$ cat src/rtl/xip_gate_pkg.sv
package xip_gate_pkg;
  localparam int CTRL_W      = 12;
  localparam int B_EN_S      = 0;
  localparam int B_EN_NS     = 1;
  localparam int B_PD        = 3;
  localparam int B_UNC_S     = 4;
  localparam int B_UNC_NS    = 5;
  localparam int B_UNT_S     = 6;
  localparam int B_UNT_NS    = 7;
  localparam int B_MAINT_NS  = 8;
  localparam int B_SPLIT     = 9;
  localparam int B_WR_W0     = 10;
  localparam int B_WR_W1     = 11;
  localparam logic [CTRL_W-1:0] CTRL_RESET = 12'h083;
  localparam logic [CTRL_W-1:0] CTRL_MASK  = 12'hFFB;

  typedef enum logic [1:0] {
    RGN_CACHED   = 2'd0,
    RGN_UNCACHED = 2'd1,
    RGN_MAINT    = 2'd2,
    RGN_UNTRANS  = 2'd3
  } region_e;

  typedef struct packed {
    logic bus_err;
    logic cache_query;
    logic write;
    logic downgraded;
    logic way_fixed;
    logic way;
  } verdict_t;
endpackage

$ cat src/rtl/xip_ctrl_word.sv
module xip_ctrl_word
  import xip_gate_pkg::*;
(
  input  logic              clk,
  input  logic              rst_n,
  input  logic              wr_en,
  input  logic              wr_secure,
  input  logic [CTRL_W-1:0] wr_data,
  output logic [CTRL_W-1:0] ctrl_q
);
  logic [CTRL_W-1:0] ctrl_d;

  always_comb begin
    ctrl_d = ctrl_q;
    if (wr_en && wr_secure) begin
      ctrl_d = wr_data & CTRL_MASK;
      if (wr_data[B_PD]) begin
        ctrl_d[B_EN_S]  = 1'b0;
        ctrl_d[B_EN_NS] = 1'b0;
      end
    end
  end

  always_ff @(posedge clk or negedge rst_n) begin
    if (!rst_n) ctrl_q <= CTRL_RESET;
    else        ctrl_q <= ctrl_d;
  end

  a_r7_pd_clears_en: assert property (@(posedge clk) disable iff (!rst_n)
    wr_en && wr_secure && wr_data[B_PD] |=> !ctrl_q[B_EN_S] && !ctrl_q[B_EN_NS]);

  a_r9_ns_write_ignored: assert property (@(posedge clk) disable iff (!rst_n)
    wr_en && !wr_secure |=> $stable(ctrl_q));
endmodule

$ cat src/rtl/xip_decode.sv
module xip_decode
  import xip_gate_pkg::*;
#(
  parameter int ADDR_W     = 32,
  parameter int REGION_LSB = 26,
  parameter int WINDOW_BIT = 24
) (
  input  logic [ADDR_W-1:0] addr,
  input  logic              write,
  input  logic              secure,
  input  logic [CTRL_W-1:0] ctrl,
  output verdict_t          verdict
);
  region_e rgn;
  logic    blocked;
  logic    win_writable;
  logic    en_for_state;

  assign rgn          = region_e'(addr[REGION_LSB+1:REGION_LSB]);
  assign win_writable = addr[WINDOW_BIT] ? ctrl[B_WR_W1] : ctrl[B_WR_W0];
  assign en_for_state = secure ? ctrl[B_EN_S] : ctrl[B_EN_NS];

  always_comb begin
    unique case (rgn)
      RGN_UNCACHED: blocked = secure ? ctrl[B_UNC_S] : ctrl[B_UNC_NS];
      RGN_UNTRANS:  blocked = secure ? ctrl[B_UNT_S] : ctrl[B_UNT_NS];
      RGN_MAINT:    blocked = !secure && !ctrl[B_MAINT_NS];
      default:      blocked = 1'b0;
    endcase
  end

  always_comb begin
    verdict             = '0;
    verdict.bus_err     = blocked;
    verdict.cache_query = !blocked && (rgn == RGN_CACHED) && en_for_state;
    if (!blocked && write) begin
      if (rgn == RGN_MAINT || win_writable) verdict.write = 1'b1;
      else                                  verdict.downgraded = 1'b1;
    end
    verdict.way_fixed = verdict.cache_query && ctrl[B_SPLIT];
    verdict.way       = verdict.way_fixed && !secure;
  end
endmodule

$ cat src/rtl/xip_rsp_stage.sv
module xip_rsp_stage #(
  parameter int W = 8
) (
  input  logic         clk,
  input  logic         rst_n,
  input  logic         in_valid,
  output logic         in_ready,
  input  logic [W-1:0] in_data,
  output logic         out_valid,
  input  logic         out_ready,
  output logic [W-1:0] out_data
);
  assign in_ready = !out_valid || out_ready;

  always_ff @(posedge clk or negedge rst_n) begin
    if (!rst_n) begin
      out_valid <= 1'b0;
      out_data  <= '0;
    end else if (in_ready) begin
      out_valid <= in_valid;
      if (in_valid) out_data <= in_data;
    end
  end

  a_r11_hold_stalled: assert property (@(posedge clk) disable iff (!rst_n)
    out_valid && !out_ready |=> out_valid && $stable(out_data));

  a_r11_accept_shows: assert property (@(posedge clk) disable iff (!rst_n)
    in_valid && in_ready |=> out_valid);
endmodule

$ cat src/rtl/xip_gate.sv
module xip_gate
  import xip_gate_pkg::*;
#(
  parameter int ADDR_W     = 32,
  parameter int REGION_LSB = 26,
  parameter int WINDOW_BIT = 24
) (
  input  logic              clk,
  input  logic              rst_n,
  input  logic              cfg_wr_en,
  input  logic              cfg_wr_secure,
  input  logic [11:0]       cfg_wr_data,
  output logic [11:0]       cfg_rd_data,
  input  logic              req_valid,
  output logic              req_ready,
  input  logic [ADDR_W-1:0] req_addr,
  input  logic              req_write,
  input  logic              req_secure,
  output logic              rsp_valid,
  input  logic              rsp_ready,
  output logic [ADDR_W-1:0] rsp_addr,
  output logic              rsp_bus_err,
  output logic              rsp_cache_query,
  output logic              rsp_write,
  output logic              rsp_downgraded,
  output logic              rsp_way_fixed,
  output logic              rsp_way
);
  localparam int VW = $bits(verdict_t);
  localparam int PW = ADDR_W + VW;

  logic [CTRL_W-1:0] ctrl;
  verdict_t          verdict, rsp_v;
  logic [PW-1:0]     rsp_payload;

  xip_ctrl_word u_ctrl (
    .clk(clk), .rst_n(rst_n), .wr_en(cfg_wr_en), .wr_secure(cfg_wr_secure),
    .wr_data(cfg_wr_data), .ctrl_q(ctrl)
  );

  xip_decode #(.ADDR_W(ADDR_W), .REGION_LSB(REGION_LSB), .WINDOW_BIT(WINDOW_BIT)) u_dec (
    .addr(req_addr), .write(req_write), .secure(req_secure), .ctrl(ctrl),
    .verdict(verdict)
  );

  xip_rsp_stage #(.W(PW)) u_rsp (
    .clk(clk), .rst_n(rst_n),
    .in_valid(req_valid), .in_ready(req_ready), .in_data({req_addr, verdict}),
    .out_valid(rsp_valid), .out_ready(rsp_ready), .out_data(rsp_payload)
  );

  assign cfg_rd_data     = ctrl;
  assign rsp_addr        = rsp_payload[PW-1:VW];
  assign rsp_v           = verdict_t'(rsp_payload[VW-1:0]);
  assign rsp_bus_err     = rsp_v.bus_err;
  assign rsp_cache_query = rsp_v.cache_query;
  assign rsp_write       = rsp_v.write;
  assign rsp_downgraded  = rsp_v.downgraded;
  assign rsp_way_fixed   = rsp_v.way_fixed;
  assign rsp_way         = rsp_v.way;

  a_r10_err_silent: assert property (@(posedge clk) disable iff (!rst_n)
    rsp_valid && rsp_bus_err |-> !rsp_cache_query && !rsp_write && !rsp_downgraded);

  a_r6_query_cached_only: assert property (@(posedge clk) disable iff (!rst_n)
    rsp_valid && rsp_cache_query |-> rsp_addr[REGION_LSB+1:REGION_LSB] == 2'd0);

  a_r8_way_needs_query: assert property (@(posedge clk) disable iff (!rst_n)
    rsp_valid && rsp_way_fixed |-> rsp_cache_query);
endmodule

$ cat config.mk
export PLATFORM = sky130hd
export DESIGN_NAME = xip_gate
export DESIGN_NICKNAME = d
export VERILOG_FILES = /design/src/rtl/xip_gate_pkg.sv /design/src/rtl/xip_ctrl_word.sv /design/src/rtl/xip_decode.sv /design/src/rtl/xip_rsp_stage.sv /design/src/rtl/xip_gate.sv
export SDC_FILE = /design/constraint.sdc
export NUM_CORES = 1
export LEC_CHECK = 0
export ABC_CLOCK_PERIOD_IN_PS = 1700
export BUFFER_PORTS_ARGS = -buffer_cell sky130_fd_sc_hd__buf_2
export CAP_MARGIN = 20
export CORE_MARGIN = 2
export CORE_UTILIZATION = 25
export DETAILED_ROUTE_END_ITERATION = 6
export PLACE_DENSITY = 0.5
export SYNTH_ARGS = -nofsm -noshare
export SYNTH_HDL_FRONTEND = slang
export SYNTH_SLANG_ARGS = --single-unit
$ cat constraint.sdc
create_clock -name clk -period 1.7 [get_ports clk]
set_input_delay 0.17 -clock clk [delete_from_list [all_inputs] [get_ports clk]]
set_output_delay 0.17 -clock clk [all_outputs]
set_load 0.02 [all_outputs]
# Yosys cells after proc, flatten, opt, wreduce, memory -nomap -nowiden
# Index checks and enable logic that the tools add are counted.
# totals
regBits	50
input_bits	52
out_inout_bits	52
word_cells	30
# classes
eq_ne	3
muxes	9
reduce_logical	15
# ops
op	n
logical AND 1 bit	7
two-way mux 1 bit	6
equality test 2 bit, second input constant	2
zero test 1 bit	4
two-way mux 2 bit	2
case mux 1 bit (3 select lines)	1
equality test 2 x 1 -> 1 bit, second input constant	1
zero test 2 bit	1
logical OR 1 bit	2
AND reduction 2 bit	1

# Logic depth before layout (Yosys ltp)
# Gate-level depths: netlist (run 1).
# depth
word_depth	8
ltp_mapped	5
ltp_nobuf	4

# Hierarchy
# From an unflattened synthesis (run 1), not the netlist that was laid out.
# unflattened
cells_unflattened	129
hier_area_um2	2163.3
# by_module_without_submodules
module	n_inst	cells_per_inst	area_per_inst_um2	seq_area_each_um2
xip_rsp_stage	1	84	1551.5	975.9
xip_ctrl_word	1	28	481.7	279.0
xip_decode	1	17	130.1	0.0

# Least setup slack after synthesis (run 1)
# OpenSTA, ideal clock, no wires.
# synth_path
path_type	register to register
from	reg u_rsp.out_valid
to	reg u_rsp.out_data[1]
setup_ps	125
arrival_time_ps	1357
required_ps	1575
slack_ps	219
path_stages_with_launch	6
n_path_buf	1
period_less_slack_ps	1481
cell_sequence	dfrtp_1 nor2b_4 inv_4 nand2_4 buf_6 mux2_2
# synth_via
elab_chain_cells	3
# synth_rtl
element	line	rtl
from (decl)	xip_rsp_stage.sv:9	output logic out_valid,
from (signal assigned)	xip_rsp_stage.sv:20	out_valid <= in_valid;
zero test 1 bit	xip_rsp_stage.sv:13	assign in_ready = !out_valid || out_ready;
logical OR 1 bit	xip_rsp_stage.sv:13	
named net req_ready	xip_gate.sv:15	output logic req_ready,
AND reduction 2 bit (no source line)	-	
to (signal assigned)	xip_rsp_stage.sv:21	if (in_valid) out_data <= in_data;
to (decl)	xip_rsp_stage.sv:11	output logic [W-1:0] out_data
# The timed path passes the listed nets, and every way through them passes these cells.
# A chain may end at the register's enable or synchronous reset.

# Worst setup path in the final report (run 1)
# layout_path
from	reg u_rsp.out_valid
to	reg u_rsp.out_data[27]
# layout_via
elab_chain_cells	3
# layout_rtl
element	line
zero test 1 bit	xip_rsp_stage.sv:13
logical OR 1 bit	xip_rsp_stage.sv:13
AND reduction 2 bit (no source line)	-
# Every way passes these cells.

==> results of run 1 <==
## power by group
part / internal (mW) / leakage [nW] / switching (mW)
Clock: 0.329 / 0.0482 / 0.383
Sequential: 1.36 / 0.591 / 0.0775
Combinational: 0.310 / 0.718 / 0.430
Total: 2.00 / 1.36 / 0.891
## routing by layer
layer | up-vias | routed length (µm)
li1 | 695 | -
met1 | 706 | 1880
met2 | 43 | 2540
met3 | 2 | 209
met4 | 0 | 40
met5 | - | 0
## placed cells by master, fill, tap and decap left out, drive strengths merged
cell type	Yosys	final
o21ai	10	10
mux2i	3	3
dfstp	3	3
a21o	1	1
o31a	1	1
nand2b	2	2
nand3	1	1
conb	1	1
nor4b	1	1
a22o	1	1
nor2b	1	1
nor3	2	2
buf	5	103
clkinv	0	1
clkbuf	0	7
nand2	5	5
and2b	2	2
dfrtp	47	47
nand4	1	1
o41ai	4	4
inv	4	4
mux2	40	40
dlygate4sd3	0	1
a21boi	1	1
## cell type report
class,count,area share
Clock buffer,7,0.0313
Clock inverter,1,0.00182
Inverter,4,0.00636
Multi-Input combinational cell,77,0.262
Sequential cell,50,0.455
Tap cell,102,0.0463
Timing Repair Buffer,104,0.197
## cells by family after synthesis
group,count (synthesis),share of synthesized area
AOI/OAI and AO/OA,18,0.0650
buffers and inverters,9,0.0313
DFF,50,0.615
muxes,43,0.236
other,1,0.00184
and+or+nand+nor,15,0.0509
## state kept, by name, indices dropped and copies added (netlist names)
name	count
u_rsp.out_data	38
u_rsp.out_valid	1
u_ctrl.ctrl_q	11
## metrics by stage
stage | cell area [µm²] | hold slack [ps] | power (mW) | setup WS, ps
finish | 2760 | 78.7 | 2.89 | 178
global route | 2760 | 57.0 | 3.07 | 69.7
CTS | 2760 | 64.3 | 2.95 | 136
detailed placement | 2650 | 188 | 2.21 | 151
global placement | 2650 | 184 | 2.20 | 178
floorplan | 2040 | -126 | 1.90 | 219
## critical path, delay by kind of cell (launching register included)
kind	cells	cell delay [ps]
flip-flops	1	350
multiplexers	1	390
buffers and inverters	1	70
AND/OR/NAND/NOR	2	590
## repair_timing
| item | in CTS | in global routing |
|---|---|---|
| resized for setup | 0 | 0 |
| hold buffers | 1 | 0 |
| endpoints found under the hold margin | 47 | 0 |
## worst paths after layout
path	startpoint	cells past startpoint	end
worst max register to register	u_rsp.out_valid	4	u_rsp.out_data[27]
max in group asynchronous	rst_n	3	u_ctrl.ctrl_q[0]
min in group asynchronous	rst_n	3	u_ctrl.ctrl_q[3]
worst min register to register	u_ctrl.ctrl_q[1]	2	u_ctrl.ctrl_q[1]
worst min-delay path	req_addr[1]	2	u_rsp.out_data[7]
worst max-delay path	u_rsp.out_valid	4	u_rsp.out_data[27]
==> qor.csv, run 1 <==
stage;metric;value;unit
grt;grt_overflow;0;
route;drc;0;
timing;rsz0062_at_grt;false;
route;dr_total_vias;1446;
synth;netlist_top_cells_area;dfrtp_1, mux2_2, dfstp_2;
timing;finalSetupViolCount;0;
grt;grt.total_usage;0.107;
final_layout;syn_to_final_growth;35.1;%
setup_path;r2r_slack;180;ps
grt;grt_max_degree;51;
job;cap_violations;0;
timing;fin_skew;6.54;ps
setup_path;end_kind;flop;
synth;synth-seq-cells;50;
synth;synthDistinctLibCells;27;
final_layout;fillers;821;
route;first_pass_iters;2;
clocking;cts_buffers;5;
synth;ys_warn_count;0;
setup_path;crit_fanout;33;
clocking;cts.sinks;50;
floorplan;start_util;0.261;
route;avgRoutedWirePerCell;13.5;µm
power;p_per_area;1050;nW/µm²
setup_path;start_kind;flop;
synth;synth_top_area_share;0.577;
floorplan;die-area;8900;µm²
synth;synth_top_area_cell;dfrtp_1;
final_layout;fin_util;0.353;
synth;synth.most_common_cell;dfrtp_1;
timing;totalNegativeSetupSlack;0;ps
worst_hold_path;min_path_type;input port to flop;
setup_path;cpPeakStageDelay;390;ps
grt;grt_pass1_wl;7270;µm
floorplan;fp.dieH;94.3;µm
route;routed_wl;4670;µm
timing;fmax;657;MHz
timing;hold_viol_final;0;
route;vias_per_cell;4.19;
clocking;cts_tree;done;
floorplan;chipWidth;94.3;µm
timing;drv_slew;0;
floorplan;num_rows;32;
final_layout;layout-drive-gt1-share;0.638;
clocking;cts.clk_slew.worst_paths;90;ps
final_layout;regArea;1250;µm²
grt;use_met3;0.0217;
clocking;postCtsSetupBuffers;0;
grt;grt_most_used_layer;met2;
setup_path;cp_slowest_cell;mux2_2;
placed_design;routabilityCongestion;0.690;
setup_path;crit_chain;nor2b_4 -> inv_4 -> nand2_4 -> mux2_2;
clocking;htreeDepth;2;
synth;async_flop_share;1.00;
setup_path;critical_path_class;flop to flop;
floorplan;io_pins;104;
setup_path;worst_ep_required_time;1880;ps
route;antenna_left;0;
placed_design;portBuffers;101;
final_layout;fin_cells;345;
power;peakVddDrop;312;µV
grt;grt_pass1_vias;1466;
synth;ys.flop_type;dfrtp_1;
synth;synth_area;2040;µm²
grt;gr-usage-met1;0.118;
synth;synth_fp_nets;188;
placed_design;place_inst;336;
grt;met2_usage;0.202;
setup_path;cp.arrival;1700;ps
status;status;completed;
synth;synth_common_cells;dfrtp_1, mux2_2, o21ai_0;
synth;synth.avg_cell_area;15.0;µm²
final_layout;nets;294;
timing;final.min_clock_period;1520;ps
timing;finalCritPeriodShare;0.895;
clocking;root_buffer;clkbuf_8;
route;drtIter0Drc;39;
synth;synth-edff-count;0;
clocking;clk-insertion-delay-late;290;ps
final_layout;antennaDiodeCount;0;
clocking;cts_buffer_depth;2;
power;p_leak;1.36;nW
placed_design;hpwl;3490;µm
synth;syn_inst;136;
floorplan;core_area;7810;µm²
final_layout;multiInputGateArea;721;µm²
grt;antenna_found_initial;0;
synth;seq_area_frac_synth;0.615;
Note: power is estimated with default switching activity, not from simulation.
==> inputs of run 2 (changes only) <==
Settings changed: CTS_CLUSTER_DIAMETER set to 40, PLACE_DENSITY 0.5 to 0.51.
==> run 2 against run 1 <==
Net effect: die area unchanged; clock-buffer cell count up 1; power barely moved; utilization is 0.18 points higher; flip-flop and latch count unchanged; critical path type unchanged; via count grew 1.9%; sequential share of layout area down 0.23 points; sequential power about the same; combinational power is essentially flat; largest power group unchanged; non-clock buffer count rose by 2; routed wire length increased by 0.51%; worst hold slack improved by 6.8 ps.
==> qor.csv, run 2 (synthesis gave the netlist of run 1 again) <==
stage;metric;value;unit;change
timing;rsz0062_at_grt;false;;
clocking;cts.sinks;50;;unchanged
floorplan;core_area;7810;µm²;unchanged
setup_path;cp_slowest_cell;dfrtp_1;;
floorplan;die-area;8900;µm²;unchanged
final_layout;largest_reg_flops;38;;unchanged
grt;grt_most_used_layer;met2;;
power;peakVddDrop;339;µV;+8.8%
setup_path;crit_chain;nor2b_4 -> inv_4 -> nand2_4 -> buf_4 -> o41ai_2;;
grt;grt_pass1_wl;7690;µm;+5.9%
timing;totalNegativeSetupSlack;0;ps;unchanged
timing;fmax;681;MHz;+3.6%
clocking;htreeDepth;2;;unchanged
final_layout;nets;296;;+0.68%
grt;grt_max_degree;34;;-33%
setup_path;cpPeakStageDelay;380;ps;about the same
power;p_leak;1.36;nW;+0.52%
setup_path;cp.arrival;1660;ps;-40 ps
route;first_pass_iters;3;;+1
timing;finalSetupViolCount;0;;unchanged
clocking;clk-insertion-delay-late;300;ps;about the same
timing;worst_hold_slack;85.5;ps;+6.80 ps
route;drc;0;;unchanged
floorplan;num_rows;32;;unchanged
floorplan;io_pins;104;;unchanged
grt;grt_overflow;0;;unchanged
timing;final.min_clock_period;1470;ps;-53.2 ps
grt;grt.total_usage;0.111;;+0.00474
route;vias_per_cell;4.24;;+1.3%
clocking;ctsResizeCount;0;;unchanged
placed_design;hpwl;3560;µm;+2.1%
setup_path;critical_path_class;flop to flop;;
setup_path;crit_buf_inv;2;;+1
final_layout;regMostFlops;u_rsp.out_data;;
final_layout;layout_commonest_cell;buf_2;;
clocking;cts_buffer_depth;2;;unchanged
final_layout;layout-drive-gt1-share;0.637;;-0.00113
route;drtIter0Drc;28;;-28%
route;dr_total_vias;1473;;+1.9%
grt;use_met3;0.0209;;-0.000803
grt;gr-usage-met1;0.144;;+0.0257
setup_path;worst_ep_required_time;1900;ps;+20 ps
final_layout;fin_util;0.355;;+0.00176
placed_design;portBuffers;101;;unchanged
final_layout;syn_to_final_growth;35.8;%;
worst_hold_path;min_path_type;input port to flop;;
grt;met2_usage;0.183;;-0.0190
power;p_per_area;1040;nW/µm²;-0.47%
setup_path;end_kind;flop;;
floorplan;start_util;0.261;;unchanged
timing;hold_viol_final;0;;unchanged
final_layout;final_cell_mix;buf_2, dfrtp_1, mux2_2, o21ai_0, clkbuf_8;;
job;cap_violations;0;;unchanged
grt;grt_pass1_vias;1555;;+6.1%
floorplan;fp.dieH;94.3;µm;unchanged
timing;finalCritPeriodShare;0.864;;-0.0313
setup_path;start_kind;flop;;
route;avgRoutedWirePerCell;13.5;µm;about the same
route;routed_wl;4690;µm;+0.51%
status;status;completed;;
clocking;cts_buffers;5;;unchanged
clocking;cts.clk_slew.worst_paths;90;ps;about the same
timing;drv_slew;0;;unchanged
setup_path;crit_fanout;33;;unchanged
timing;fin_skew;9.22;ps;+2.68 ps
floorplan;chipWidth;94.3;µm;unchanged
clocking;cts_tree;done;;
placed_design;routabilityCongestion;0.741;;+7.5%
setup_path;crit_family;simple AND/OR/NAND/NOR gates;;
clocking;root_buffer;clkbuf_8;;
grt;antenna_found_initial;0;;unchanged
final_layout;reg_top3;u_rsp.out_data: 38 flops, u_ctrl.ctrl_q: 11 flops, u_rsp.out_valid: 1 flops;;
route;antenna_left;0;;unchanged
final_layout;antennaDiodeCount;0;;unchanged
[run 2: report_power, final]
part	switching, mW	total [mW]	leakage [nW]	internal [mW]
registers	0.0797	1.44	0.591	1.36
clock network	0.375	0.708	0.0455	0.333
logic	0.430	0.743	0.728	0.313
total	0.885	2.89	1.36	2.00
[run 2: per-stage QoR]
step	area, µm²	power, mW	std cells	setup slack [ps]
finish	2770	2.89	347	231
global route	2770	3.09	347	92.7
CTS	2770	2.95	347	192
detailed placement	2670	2.22	338	228
global placement	2670	2.21	338	216
floorplan	2040	1.90	136	219
[run 2: final timing paths]
kind | cells after the start | end | slack [ps] | start
hold reg to reg | 2 | u_ctrl.ctrl_q[0] | 490 | u_ctrl.ctrl_q[0]
setup / recovery | 5 | u_rsp.out_data[4] | 230 | u_rsp.out_valid
hold / removal | 2 | u_rsp.out_data[37] | 90 | req_addr[31]
setup reg to reg | 5 | u_rsp.out_data[4] | 230 | u_rsp.out_valid
max in group asynchronous | 3 | u_rsp.out_data[18] | 920 | rst_n
min in group asynchronous | 2 | u_ctrl.ctrl_q[3] | 290 | rst_n
[run 2: final cells by class]
class / count / area [µm²]
inverter: 4 / 17.5
tap: 102 / 128
clock buffer: 8 / 90.1
sequential: 50 / 1250
fill: 829 / 5040
multi-input combinational: 77 / 721
timing repair buffer: 106 / 558
[run 2: timing repair]
action	4_1_cts	5_1_grt
hold endpoints to repair	9	0
buffers inserted	0	0
hold buffers	1	0
setup endpoints to repair	0	0
[run 2: per-layer routing]
metal,up-vias,share of wire
met2,48,0.50
met5,-,0
met4,0,0.015
li1,695,-
met1,726,0.43
met3,4,0.051
